## src/rtl/spdif_tx_pkg.sv

```systemverilog
package spdif_tx_pkg;
  typedef enum logic [1:0] {PRE_B, PRE_M, PRE_W} pre_e;

  localparam int SLOT_AUD = 4;
  localparam int SLOT_V   = 28;
  localparam int SLOT_U   = 29;
  localparam int SLOT_C   = 30;
  localparam int SLOT_P   = 31;
  localparam int RATE_LSB = 24;

  // half-cells in send order, msb first, for a low line before the preamble
  function automatic logic [7:0] pre_pattern(pre_e p);
    case (p)
      PRE_B:   return 8'b1110_1000;
      PRE_M:   return 8'b1110_0010;
      default: return 8'b1110_0100;
    endcase
  endfunction

  function automatic logic [3:0] rate_code(logic [2:0] r);
    case (r)
      3'd0:    return 4'b0000;
      3'd1:    return 4'b0010;
      3'd2:    return 4'b0011;
      3'd3:    return 4'b1000;
      3'd4:    return 4'b1010;
      default: return 4'b0001;
    endcase
  endfunction
endpackage

```

## src/rtl/spdif_tx_timer.sv

```systemverilog
module spdif_tx_timer #(
  parameter int FRAMES = 192,
  parameter int SUB_HC = 64,
  localparam int HC_W = $clog2(SUB_HC),
  localparam int FR_W = $clog2(FRAMES)
) (
  input  logic            clk_i,
  input  logic            rst_ni,
  input  logic            en_i,
  output logic [HC_W-1:0] hc_o,
  output logic            chan_o,
  output logic [FR_W-1:0] frame_o,
  output logic            frame_start_o
);
  logic [HC_W-1:0] hc_q;
  logic            chan_q;
  logic [FR_W-1:0] frame_q;

  always_ff @(posedge clk_i or negedge rst_ni) begin
    if (!rst_ni) begin
      hc_q    <= '0;
      chan_q  <= 1'b0;
      frame_q <= '0;
    end else if (!en_i) begin
      hc_q    <= '0;
      chan_q  <= 1'b0;
      frame_q <= '0;
    end else begin
      hc_q <= hc_q + 1'b1;
      if (hc_q == HC_W'(SUB_HC - 1)) begin
        chan_q <= ~chan_q;
        if (chan_q)
          frame_q <= (frame_q == FR_W'(FRAMES - 1)) ? '0 : frame_q + 1'b1;
      end
    end
  end

  assign hc_o          = hc_q;
  assign chan_o        = chan_q;
  assign frame_o       = frame_q;
  assign frame_start_o = en_i && (hc_q == '0) && !chan_q;


  frame_in_block_chk: assert property (@(posedge clk_i) disable iff (!rst_ni)
    int'(frame_q) < FRAMES);
endmodule

```

## src/rtl/spdif_tx_status.sv

```systemverilog
module spdif_tx_status #(
  parameter int CS_BYTES = 10,
  parameter int FR_W     = 8,
  localparam int NCS     = CS_BYTES * 8
) (
  input  logic [NCS-1:0]  cs_i,
  input  logic [2:0]      rate_i,
  input  logic [FR_W-1:0] frame_i,
  output logic            cs_bit_o,
  output logic            non_audio_o
);
  import spdif_tx_pkg::*;

  localparam logic [NCS-1:0] RATE_MASK = NCS'(4'hF) << RATE_LSB;

  logic [NCS-1:0] cs_eff;

  assign cs_eff      = (cs_i & ~RATE_MASK) | (NCS'(rate_code(rate_i)) << RATE_LSB);
  assign cs_bit_o    = (int'(frame_i) < NCS) ? cs_eff[int'(frame_i) % NCS] : 1'b0;
  assign non_audio_o = cs_i[1];
endmodule

```

## src/rtl/spdif_tx_framer.sv

```systemverilog
module spdif_tx_framer #(
  parameter int WORD_W = 24,
  parameter int SEL_W  = 3,
  localparam int NUM_SRC = 1 << SEL_W
) (
  input  logic                      clk_i,
  input  logic                      rst_ni,
  input  logic                      frame_start_i,
  input  logic                      sel_wr_i,
  input  logic [SEL_W-1:0]          sel_i,
  input  logic [NUM_SRC*WORD_W-1:0] src_l_i,
  input  logic [NUM_SRC*WORD_W-1:0] src_r_i,
  input  logic                      res24_i,
  input  logic                      force_zero_i,
  input  logic                      valid_i,
  input  logic                      user_i,
  input  logic                      cs_bit_i,
  input  logic                      non_audio_i,
  input  logic                      chan_i,
  input  logic [4:0]                slot_i,
  output logic                      bit_o
);
  import spdif_tx_pkg::*;

  localparam logic [SEL_W-1:0] SEL_RST = SEL_W'(2);

  logic [WORD_W-1:0] l_arr [NUM_SRC];
  logic [WORD_W-1:0] r_arr [NUM_SRC];

  for (genvar g = 0; g < NUM_SRC; g++) begin : g_src
    assign l_arr[g] = src_l_i[g*WORD_W +: WORD_W];
    assign r_arr[g] = src_r_i[g*WORD_W +: WORD_W];
  end

  logic [SEL_W-1:0]  sel_q;
  logic [WORD_W-1:0] l_q, r_q, res_mask, word;
  logic              v_q, u_q, c_q, mute, par;

  assign res_mask = res24_i ? '1 : {{(WORD_W-8){1'b1}}, 8'h00};
  assign mute     = force_zero_i && valid_i && !non_audio_i;

  always_ff @(posedge clk_i or negedge rst_ni) begin
    if (!rst_ni) begin
      sel_q <= SEL_RST;
      l_q   <= '0;
      r_q   <= '0;
      v_q   <= 1'b0;
      u_q   <= 1'b0;
      c_q   <= 1'b0;
    end else begin
      if (sel_wr_i) sel_q <= sel_i;
      if (frame_start_i) begin
        l_q <= mute ? '0 : (l_arr[sel_q] & res_mask);
        r_q <= mute ? '0 : (r_arr[sel_q] & res_mask);
        v_q <= valid_i;
        u_q <= user_i;
        c_q <= cs_bit_i;
      end
    end
  end

  assign word = chan_i ? r_q : l_q;
  assign par  = ^{word, v_q, u_q, c_q};

  always_comb begin
    bit_o = 1'b0;
    if (int'(slot_i) >= SLOT_AUD && int'(slot_i) < SLOT_V)
      bit_o = word[int'(slot_i) - SLOT_AUD];
    else if (int'(slot_i) == SLOT_V) bit_o = v_q;
    else if (int'(slot_i) == SLOT_U) bit_o = u_q;
    else if (int'(slot_i) == SLOT_C) bit_o = c_q;
    else if (int'(slot_i) == SLOT_P) bit_o = par;
  end
endmodule

```

## src/rtl/spdif_tx_bmc.sv

```systemverilog
module spdif_tx_bmc #(
  parameter int HC_W = 6
) (
  input  logic               clk_i,
  input  logic               rst_ni,
  input  logic               en_i,
  input  logic [HC_W-1:0]    hc_i,
  input  spdif_tx_pkg::pre_e pre_i,
  input  logic               bit_i,
  output logic               line_o
);
  import spdif_tx_pkg::*;

  localparam logic [HC_W-1:0] HC_LAST = '1;

  logic       line_q, inv_q, inv_eff, line_d;
  logic [7:0] pat;

  assign pat     = pre_pattern(pre_i);
  assign inv_eff = (hc_i == '0) ? line_q : inv_q;

  always_comb begin
    if (int'(hc_i) < 2 * SLOT_AUD) line_d = pat[3'd7 - hc_i[2:0]] ^ inv_eff;
    else if (!hc_i[0])             line_d = ~line_q;
    else                           line_d = line_q ^ bit_i;
  end

  always_ff @(posedge clk_i or negedge rst_ni) begin
    if (!rst_ni) begin
      line_q <= 1'b0;
      inv_q  <= 1'b0;
    end else if (!en_i) begin
      line_q <= 1'b0;
      inv_q  <= 1'b0;
    end else begin
      line_q <= line_d;
      if (hc_i == '0) inv_q <= line_q;
    end
  end

  assign line_o = line_q;


  idle_low_chk: assert property (@(posedge clk_i) disable iff (!rst_ni)
    !$past(en_i) |-> !line_o);

  cell_edge_chk: assert property (@(posedge clk_i) disable iff (!rst_ni)
    ($past(en_i) && int'($past(hc_i)) >= 2 * SLOT_AUD && !$past(hc_i[0]))
      |-> (line_o != $past(line_o)));

  even_subframe_chk: assert property (@(posedge clk_i) disable iff (!rst_ni)
    ($past(en_i) && $past(hc_i) == HC_LAST) |-> !line_o);
endmodule

```

## src/rtl/spdif_tx.sv

```systemverilog
module spdif_tx #(
  parameter int WORD_W   = 24,
  parameter int SEL_W    = 3,
  parameter int CS_BYTES = 10,
  parameter int FRAMES   = 192,
  localparam int NUM_SRC = 1 << SEL_W,
  localparam int NCS     = CS_BYTES * 8,
  localparam int SUB_HC  = 64,
  localparam int HC_W    = $clog2(SUB_HC),
  localparam int FR_W    = $clog2(FRAMES)
) (
  input  logic                      clk_i,
  input  logic                      rst_ni,
  input  logic                      en_i,
  input  logic                      force_zero_i,
  input  logic                      res24_i,
  input  logic                      sel_wr_i,
  input  logic [SEL_W-1:0]          sel_i,
  input  logic [NUM_SRC*WORD_W-1:0] src_l_i,
  input  logic [NUM_SRC*WORD_W-1:0] src_r_i,
  input  logic                      valid_i,
  input  logic                      user_i,
  input  logic [2:0]                rate_i,
  input  logic [NCS-1:0]            cs_i,
  output logic                      line_o
);
  import spdif_tx_pkg::*;

  logic [HC_W-1:0] hc;
  logic            chan, frame_start, cs_bit, non_audio, slot_bit;
  logic [FR_W-1:0] frame;
  pre_e            pre;

  spdif_tx_timer #(.FRAMES(FRAMES), .SUB_HC(SUB_HC)) u_timer (
    .clk_i, .rst_ni, .en_i,
    .hc_o(hc), .chan_o(chan), .frame_o(frame), .frame_start_o(frame_start)
  );

  spdif_tx_status #(.CS_BYTES(CS_BYTES), .FR_W(FR_W)) u_status (
    .cs_i, .rate_i, .frame_i(frame), .cs_bit_o(cs_bit), .non_audio_o(non_audio)
  );

  spdif_tx_framer #(.WORD_W(WORD_W), .SEL_W(SEL_W)) u_framer (
    .clk_i, .rst_ni, .frame_start_i(frame_start), .sel_wr_i, .sel_i,
    .src_l_i, .src_r_i, .res24_i, .force_zero_i, .valid_i, .user_i,
    .cs_bit_i(cs_bit), .non_audio_i(non_audio), .chan_i(chan),
    .slot_i(hc[HC_W-1:1]), .bit_o(slot_bit)
  );

  assign pre = chan ? PRE_W : ((frame == '0) ? PRE_B : PRE_M);

  spdif_tx_bmc #(.HC_W(HC_W)) u_bmc (
    .clk_i, .rst_ni, .en_i, .hc_i(hc), .pre_i(pre), .bit_i(slot_bit), .line_o
  );
endmodule

```

## config.mk

```make
export PLATFORM = sky130hd
export DESIGN_NAME = spdif_tx
export DESIGN_NICKNAME = d
export VERILOG_FILES = /design/src/rtl/spdif_tx_pkg.sv /design/src/rtl/spdif_tx_timer.sv /design/src/rtl/spdif_tx_status.sv /design/src/rtl/spdif_tx_framer.sv /design/src/rtl/spdif_tx_bmc.sv /design/src/rtl/spdif_tx.sv
export SDC_FILE = /design/constraint.sdc
export NUM_CORES = 1
export LEC_CHECK = 0
export BUFFER_PORTS_ARGS = -buffer_cell sky130_fd_sc_hd__buf_2
export CAP_MARGIN = 0
export CORE_AREA = 2 2 185 187
export DETAILED_ROUTE_END_ITERATION = 8
export DIE_AREA = 0 0 187 189
export PLACE_DENSITY = 0.58
export SYNTH_ARGS = -nofsm -noshare
export SYNTH_HDL_FRONTEND = slang
export SYNTH_HIERARCHICAL = 1
export SYNTH_SLANG_ARGS = --single-unit
```

## constraint.sdc

```tcl
create_clock -name clk_i -period 2.79 [get_ports clk_i]
set_clock_uncertainty 0.1 [all_clocks]
set_input_delay 0.279 -clock clk_i [delete_from_list [all_inputs] [get_ports clk_i]]
set_output_delay 0.279 -clock clk_i [all_outputs]
set_load 0.02 [all_outputs]
```

==> flow_summary.html <==
<table>
<tr><th>Metric</th><th>Value</th></tr>
<tr><th colspan="2">Floorplanning</th></tr>
<tr><td>Placement Rows</td><td>67</td></tr>
<tr><td>Vertical die dimension</td><td>189 µm</td></tr>
<tr><td>Top-Level Pins</td><td>479</td></tr>
<tr><td>Die ar.</td><td>35300 µm²</td></tr>
<tr><td>X dimension of the die</td><td>187 µm</td></tr>
<tr><td>Core footprint</td><td>33300 µm²</td></tr>
<tr><td>Effective utilization at floorplan</td><td>0.234</td></tr>
<tr><th colspan="2">Synth</th></tr>
<tr><td>Synthesized netlist cell count</td><td>628</td></tr>
<tr><td>Netlist area before placement</td><td>7770 µm²</td></tr>
<tr><td>Post-synthesis compound-gate area fraction</td><td>0.0778</td></tr>
<tr><td>Dominant combinational cell family by area after synthesis</td><td>multiplexers</td></tr>
<tr><td>XOR/XNOR share of the synthesized area</td><td>0.0543</td></tr>
<tr><td>Most used flip-flop cell after synthesis</td><td>sky130_fd_sc_hd__dfrtp_1</td></tr>
<tr><td>Adder-cell area share of the yosys netlist</td><td>0.0129</td></tr>
<tr><td>FF+latch count, synth</td><td>71</td></tr>
<tr><td>Warning count from the yosys run</td><td>6</td></tr>
<tr><td>Syn Area/Cell</td><td>12.4 µm²</td></tr>
<tr><td>Share of synthesized registers carrying an async set or reset</td><td>1.00</td></tr>
<tr><td>Seq/Total Area, Yosys</td><td>0.229</td></tr>
<tr><td>Multiplexer area fraction after synthesis</td><td>0.489</td></tr>
<tr><td>Number of library cell types mapped by synthesis</td><td>69</td></tr>
<tr><td>Share of synthesized cell area in and, or, nand and nor gates</td><td>0.0675</td></tr>
<tr><td>Net count after synthesis</td><td>1114</td></tr>
<tr><td>EDFF count, synth</td><td>0</td></tr>
<tr><th colspan="2">Finish</th></tr>
<tr><td>Core utilization of the finished layout</td><td>0.336</td></tr>
<tr><td>Net count of the finished layout</td><td>1592</td></tr>
<tr><td>Count of placed standard cells in the final layout, fillers left out</td><td>1562</td></tr>
<tr><td>Most frequent cells in the layout</td><td>473 x sky130_fd_sc_hd__buf_2, 110 x sky130_fd_sc_hd__mux4_2, 71 x sky130_fd_sc_hd__mux2i_1, 67 x sky130_fd_sc_hd__dfrtp_1, 61 x sky130_fd_sc_hd__inv_1</td></tr>
<tr><td>Area growth, synth to finish</td><td>44.0%</td></tr>
<tr><td>Most common library cell in the layout ignoring fill and taps</td><td>sky130_fd_sc_hd__buf_2</td></tr>
<tr><td>Number of filler instances in the final layout</td><td>3427</td></tr>
<tr><td>Fraction of layout instances using a drive strength above 1</td><td>0.616</td></tr>
<tr><th colspan="2">Min path</th></tr>
<tr><td>Min-delay worst type</td><td>primary input to asynchronous set/reset pin</td></tr>
<tr><th colspan="2">Detailed routing</th></tr>
<tr><td>Routed Antenna Nets</td><td>0</td></tr>
<tr><td>Final Routed Wirelength</td><td>30.5 mm</td></tr>
<tr><td>First-pass iteration count of the detailed router</td><td>4</td></tr>
<tr><td>Total via count in the routed design</td><td>7486</td></tr>
<tr><td>Via-to-Cell Ratio</td><td>4.79</td></tr>
<tr><td>Starting DRC count in detailed routing</td><td>346</td></tr>
<tr><td>Per-cell routed wire length</td><td>19.5 µm</td></tr>
<tr><td>Drt drc</td><td>0</td></tr>
<tr><th colspan="2">Timing</th></tr>
<tr><td>Relative slew slack</td><td>0.372</td></tr>
<tr><td>Final slew viol count</td><td>0</td></tr>
<tr><td>Worst-margin pin slew</td><td>0.942 ns</td></tr>
<tr><td>Hold slack</td><td>-0.0652 ns</td></tr>
<tr><td>Time the worst path needs with I/O delays and setup</td><td>2.72 ns</td></tr>
<tr><td>Share of the clock period used by the worst path after layout</td><td>0.975</td></tr>
<tr><td>Number of hold violations in the final report</td><td>31</td></tr>
<tr><td>Number of setup violations in the final report</td><td>0</td></tr>
<tr><td>Maximum operating frequency</td><td>368 MHz</td></tr>
<tr><th colspan="2">Critical path</th></tr>
<tr><td>Type of element capturing the critical path</td><td>register</td></tr>
<tr><td>Dominant cell type by count on the critical path</td><td>sky130_fd_sc_hd__xnor2_1</td></tr>
<tr><td>Largest fanout on the critical path</td><td>7</td></tr>
<tr><td>Longest individual stage delay on the worst path</td><td>0.47 ns</td></tr>
<tr><td>CP Cell Sequence</td><td>buf_6 &gt; clkbuf_16 &gt; buf_4 &gt; mux2i_2 &gt; xnor2_1 &gt; xnor2_1 &gt; xnor3_1 &gt; o21ai_2 &gt; nand2b_4 &gt; xnor2_2 &gt; a21boi_1 &gt; o31a_1</td></tr>
<tr><td>Critical path class</td><td>register to register</td></tr>
<tr><td>Kind of start point of the critical path</td><td>register</td></tr>
<tr><td>Standard cell with the maximum stage delay on the critical path</td><td>sky130_fd_sc_hd__dfrtp_2</td></tr>
<tr><td>CP required</td><td>2.97 ns</td></tr>
<tr><td>Arrival time of data at the critical path endpoint</td><td>2.90 ns</td></tr>
<tr><th colspan="2">Place</th></tr>
<tr><td>Routability congestion estimate</td><td>0.862</td></tr>
<tr><td>Count of placed standard cells including taps</td><td>1534</td></tr>
<tr><td>Post-detailed-placement half-perimeter wirelength</td><td>25.7 mm</td></tr>
<tr><td>Count of input and output buffers</td><td>474</td></tr>
<tr><th colspan="2">Clock tree</th></tr>
<tr><td>Root buffer selected by CTS</td><td>sky130_fd_sc_hd__clkbuf_16</td></tr>
<tr><td>Post-cts hold buffer count</td><td>0</td></tr>
<tr><td>Maximum count of clock buffers along a single path</td><td>2</td></tr>
<tr><td>Clk Latency, worst-skew pair</td><td>0.35 ns</td></tr>
<tr><td>Clk sinks</td><td>71</td></tr>
<tr><td>Number of buffers created by CTS</td><td>9</td></tr>
<tr><td>Clock tree from TritonCTS</td><td>yes</td></tr>
<tr><td>H-tree Lvls</td><td>3</td></tr>
<tr><td>Clock slew seen by the registers of the worst setup and hold paths</td><td>0.06 ns</td></tr>
<tr><th colspan="2">Pwr</th></tr>
<tr><td>Power per unit of standard cell area</td><td>451 nW/µm²</td></tr>
<tr><td>Static Leak</td><td>5.22 nW</td></tr>
<tr><td>Post-layout total power</td><td>0.00505 W</td></tr>
<tr><td>Worst VDD drop</td><td>0.420 mV</td></tr>
<tr><th colspan="2">Global routing</th></tr>
<tr><td>Number of antenna violations at the first check in global routing</td><td>3</td></tr>
<tr><td>Global-route total usage across every layer</td><td>0.164</td></tr>
<tr><td>Vias in the first global route</td><td>7865</td></tr>
<tr><td>First-pass GRT wire length</td><td>44.6 mm</td></tr>
<tr><td>Overflow after GRT</td><td>0</td></tr>
<tr><td>Maximum number of pins on one net before global-route repair</td><td>72</td></tr>
<tr><th colspan="2">Job</th></tr>
<tr><td>Max-capacitance violation count</td><td>0</td></tr>
<tr><th colspan="2">Status</th></tr>
<tr><td>Violated checks</td><td>negative hold slack</td></tr>
<tr><td>Outcome</td><td>finished with violations</td></tr>
</table>
[cell usage after synthesis, types with 3 or more instances]
cell type | instances | share of area
sky130_fd_sc_hd__xor2_1 | 22 | 0.025
sky130_fd_sc_hd__nor2b_1 | 4 | 0.0032
sky130_fd_sc_hd__nor2_1 | 14 | 0.0068
sky130_fd_sc_hd__inv_1 | 61 | 0.029
sky130_fd_sc_hd__o21ai_0 | 7 | 0.0045
sky130_fd_sc_hd__a21boi_0 | 3 | 0.0029
sky130_fd_sc_hd__clkbuf_1 | 26 | 0.013
sky130_fd_sc_hd__xnor2_1 | 19 | 0.021
sky130_fd_sc_hd__dfrtp_1 | 70 | 0.23
sky130_fd_sc_hd__mux2_2 | 7 | 0.010
sky130_fd_sc_hd__nand3b_1 | 3 | 0.0029
sky130_fd_sc_hd__and2_1 | 6 | 0.0048
sky130_fd_sc_hd__mux4_1 | 24 | 0.081
sky130_fd_sc_hd__o211ai_1 | 3 | 0.0029
sky130_fd_sc_hd__a21oi_1 | 8 | 0.0052
sky130_fd_sc_hd__ha_1 | 8 | 0.013
sky130_fd_sc_hd__o221ai_1 | 3 | 0.0034
sky130_fd_sc_hd__nand2b_1 | 6 | 0.0048
sky130_fd_sc_hd__nor3_1 | 4 | 0.0026
sky130_fd_sc_hd__nand3_1 | 8 | 0.0052
sky130_fd_sc_hd__mux2i_1 | 74 | 0.095
sky130_fd_sc_hd__buf_2 | 14 | 0.0090
sky130_fd_sc_hd__o22ai_1 | 51 | 0.041
sky130_fd_sc_hd__mux4_2 | 104 | 0.30
sky130_fd_sc_hd__buf_12 | 4 | 0.010
sky130_fd_sc_hd__nand2_1 | 19 | 0.0092
sky130_fd_sc_hd__nor4_1 | 3 | 0.0024
[layer usage]
| layer | vias to the layer above | track usage | routed length [µm] |
|---|---|---|---|
| li1 | 3481 | - | - |
| met1 | 3696 | 0.202 | 12000 |
| met2 | 273 | 0.296 | 16100 |
| met3 | 36 | 0.0341 | 1790 |
| met4 | 0 | 0.0360 | 611 |
| met5 | - | 0 | 0 |
[logic make-up (layout without fill, tap and decap cells)]
kind of cell / count (synthesis) / in the layout
XOR/XNOR: 44 / 44
AO/OA/AOI/OAI: 91 / 91
flip-flops: 71 / 71
multiplexers: 210 / 210
buffers and inverters: 113 / 596
adder cells (fa/ha/maj): 8 / 8
AND/OR/NAND/NOR: 91 / 91
other: 0 / 3
[worst max-delay path, delay by kind of cell (launching register included)]
family	cells	cell delay (ns)
xor+xnor	4	0.91
flops	1	0.47
compound gates	3	0.45
buf+inv	3	0.43
mux	1	0.14
simple gates	1	0.14
[sequential cells by signal, indices dropped and copies added (netlist names)]
signal	cells
u_framer/l_q	24
u_framer/r_q	24
u_timer/frame_o	8
u_timer/hc_o	6
u_framer/sel_q	3
u_bmc/inv_q	1
u_bmc/line_o	1
u_framer/c_q	1
u_framer/u_q	1
u_framer/v_q	1
u_timer/chan_o	1
[power breakdown]
| part | switching, W | leakage (nW) | total, W | internal [W] |
|---|---|---|---|---|
| combinational | 0.000986 | 4.17 | 0.00241 | 0.00143 |
| clock | 0.000496 | 0.135 | 0.00111 | 0.000619 |
| sequential | 0.000278 | 0.907 | 0.00152 | 0.00124 |
[stage by stage]
stage	area (µm²)	TNS (ns)	setup slack (ns)
after floorplan	7770	0	0.151
after global placement	10800	0	0.0337
after detailed placement	10800	0	0.0304
after CTS	11000	0	0.0176
after global routing	11200	-0.0414	-0.0414
final	11200	0	0.0691
[area by class of cell]
| class | instances | area, µm² | share of cell area |
|---|---|---|---|
| antenna | 3 | 7.51 | 0.000671 |
| multi-input combinational | 444 | 5490 | 0.491 |
| sequential | 71 | 1790 | 0.160 |
| inverter | 62 | 233 | 0.0208 |
| clock inverter | 7 | 61.3 | 0.00548 |
| clock buffer | 9 | 225 | 0.0201 |
| timing repair buffer | 518 | 2820 | 0.252 |
| tap | 448 | 561 | 0.0501 |
[what timing repair did]
action	4_1_cts	5_1_grt
gates resized for setup	0	20
setup endpoints to repair	0	2
setup buffers	0	7
[final timing paths]
path / depth (start not counted) / start / end / slack [ns]
max: 12 / u_timer/chan_o / u_bmc/line_o / 0.07
min: 1 / rst_ni / u_timer/frame_o[4] / -0.07
max reg2reg: 12 / u_timer/chan_o / u_bmc/line_o / 0.07
min reg2reg: 2 / u_bmc/inv_q / u_bmc/inv_q / 0.45
max in group asynchronous: 1 / rst_ni / u_framer/sel_q[0] / 1.95
min in group clk_i: 2 / sel_i[2] / u_framer/sel_q[2] / 0.06
(Power assumes the default switching activity.)
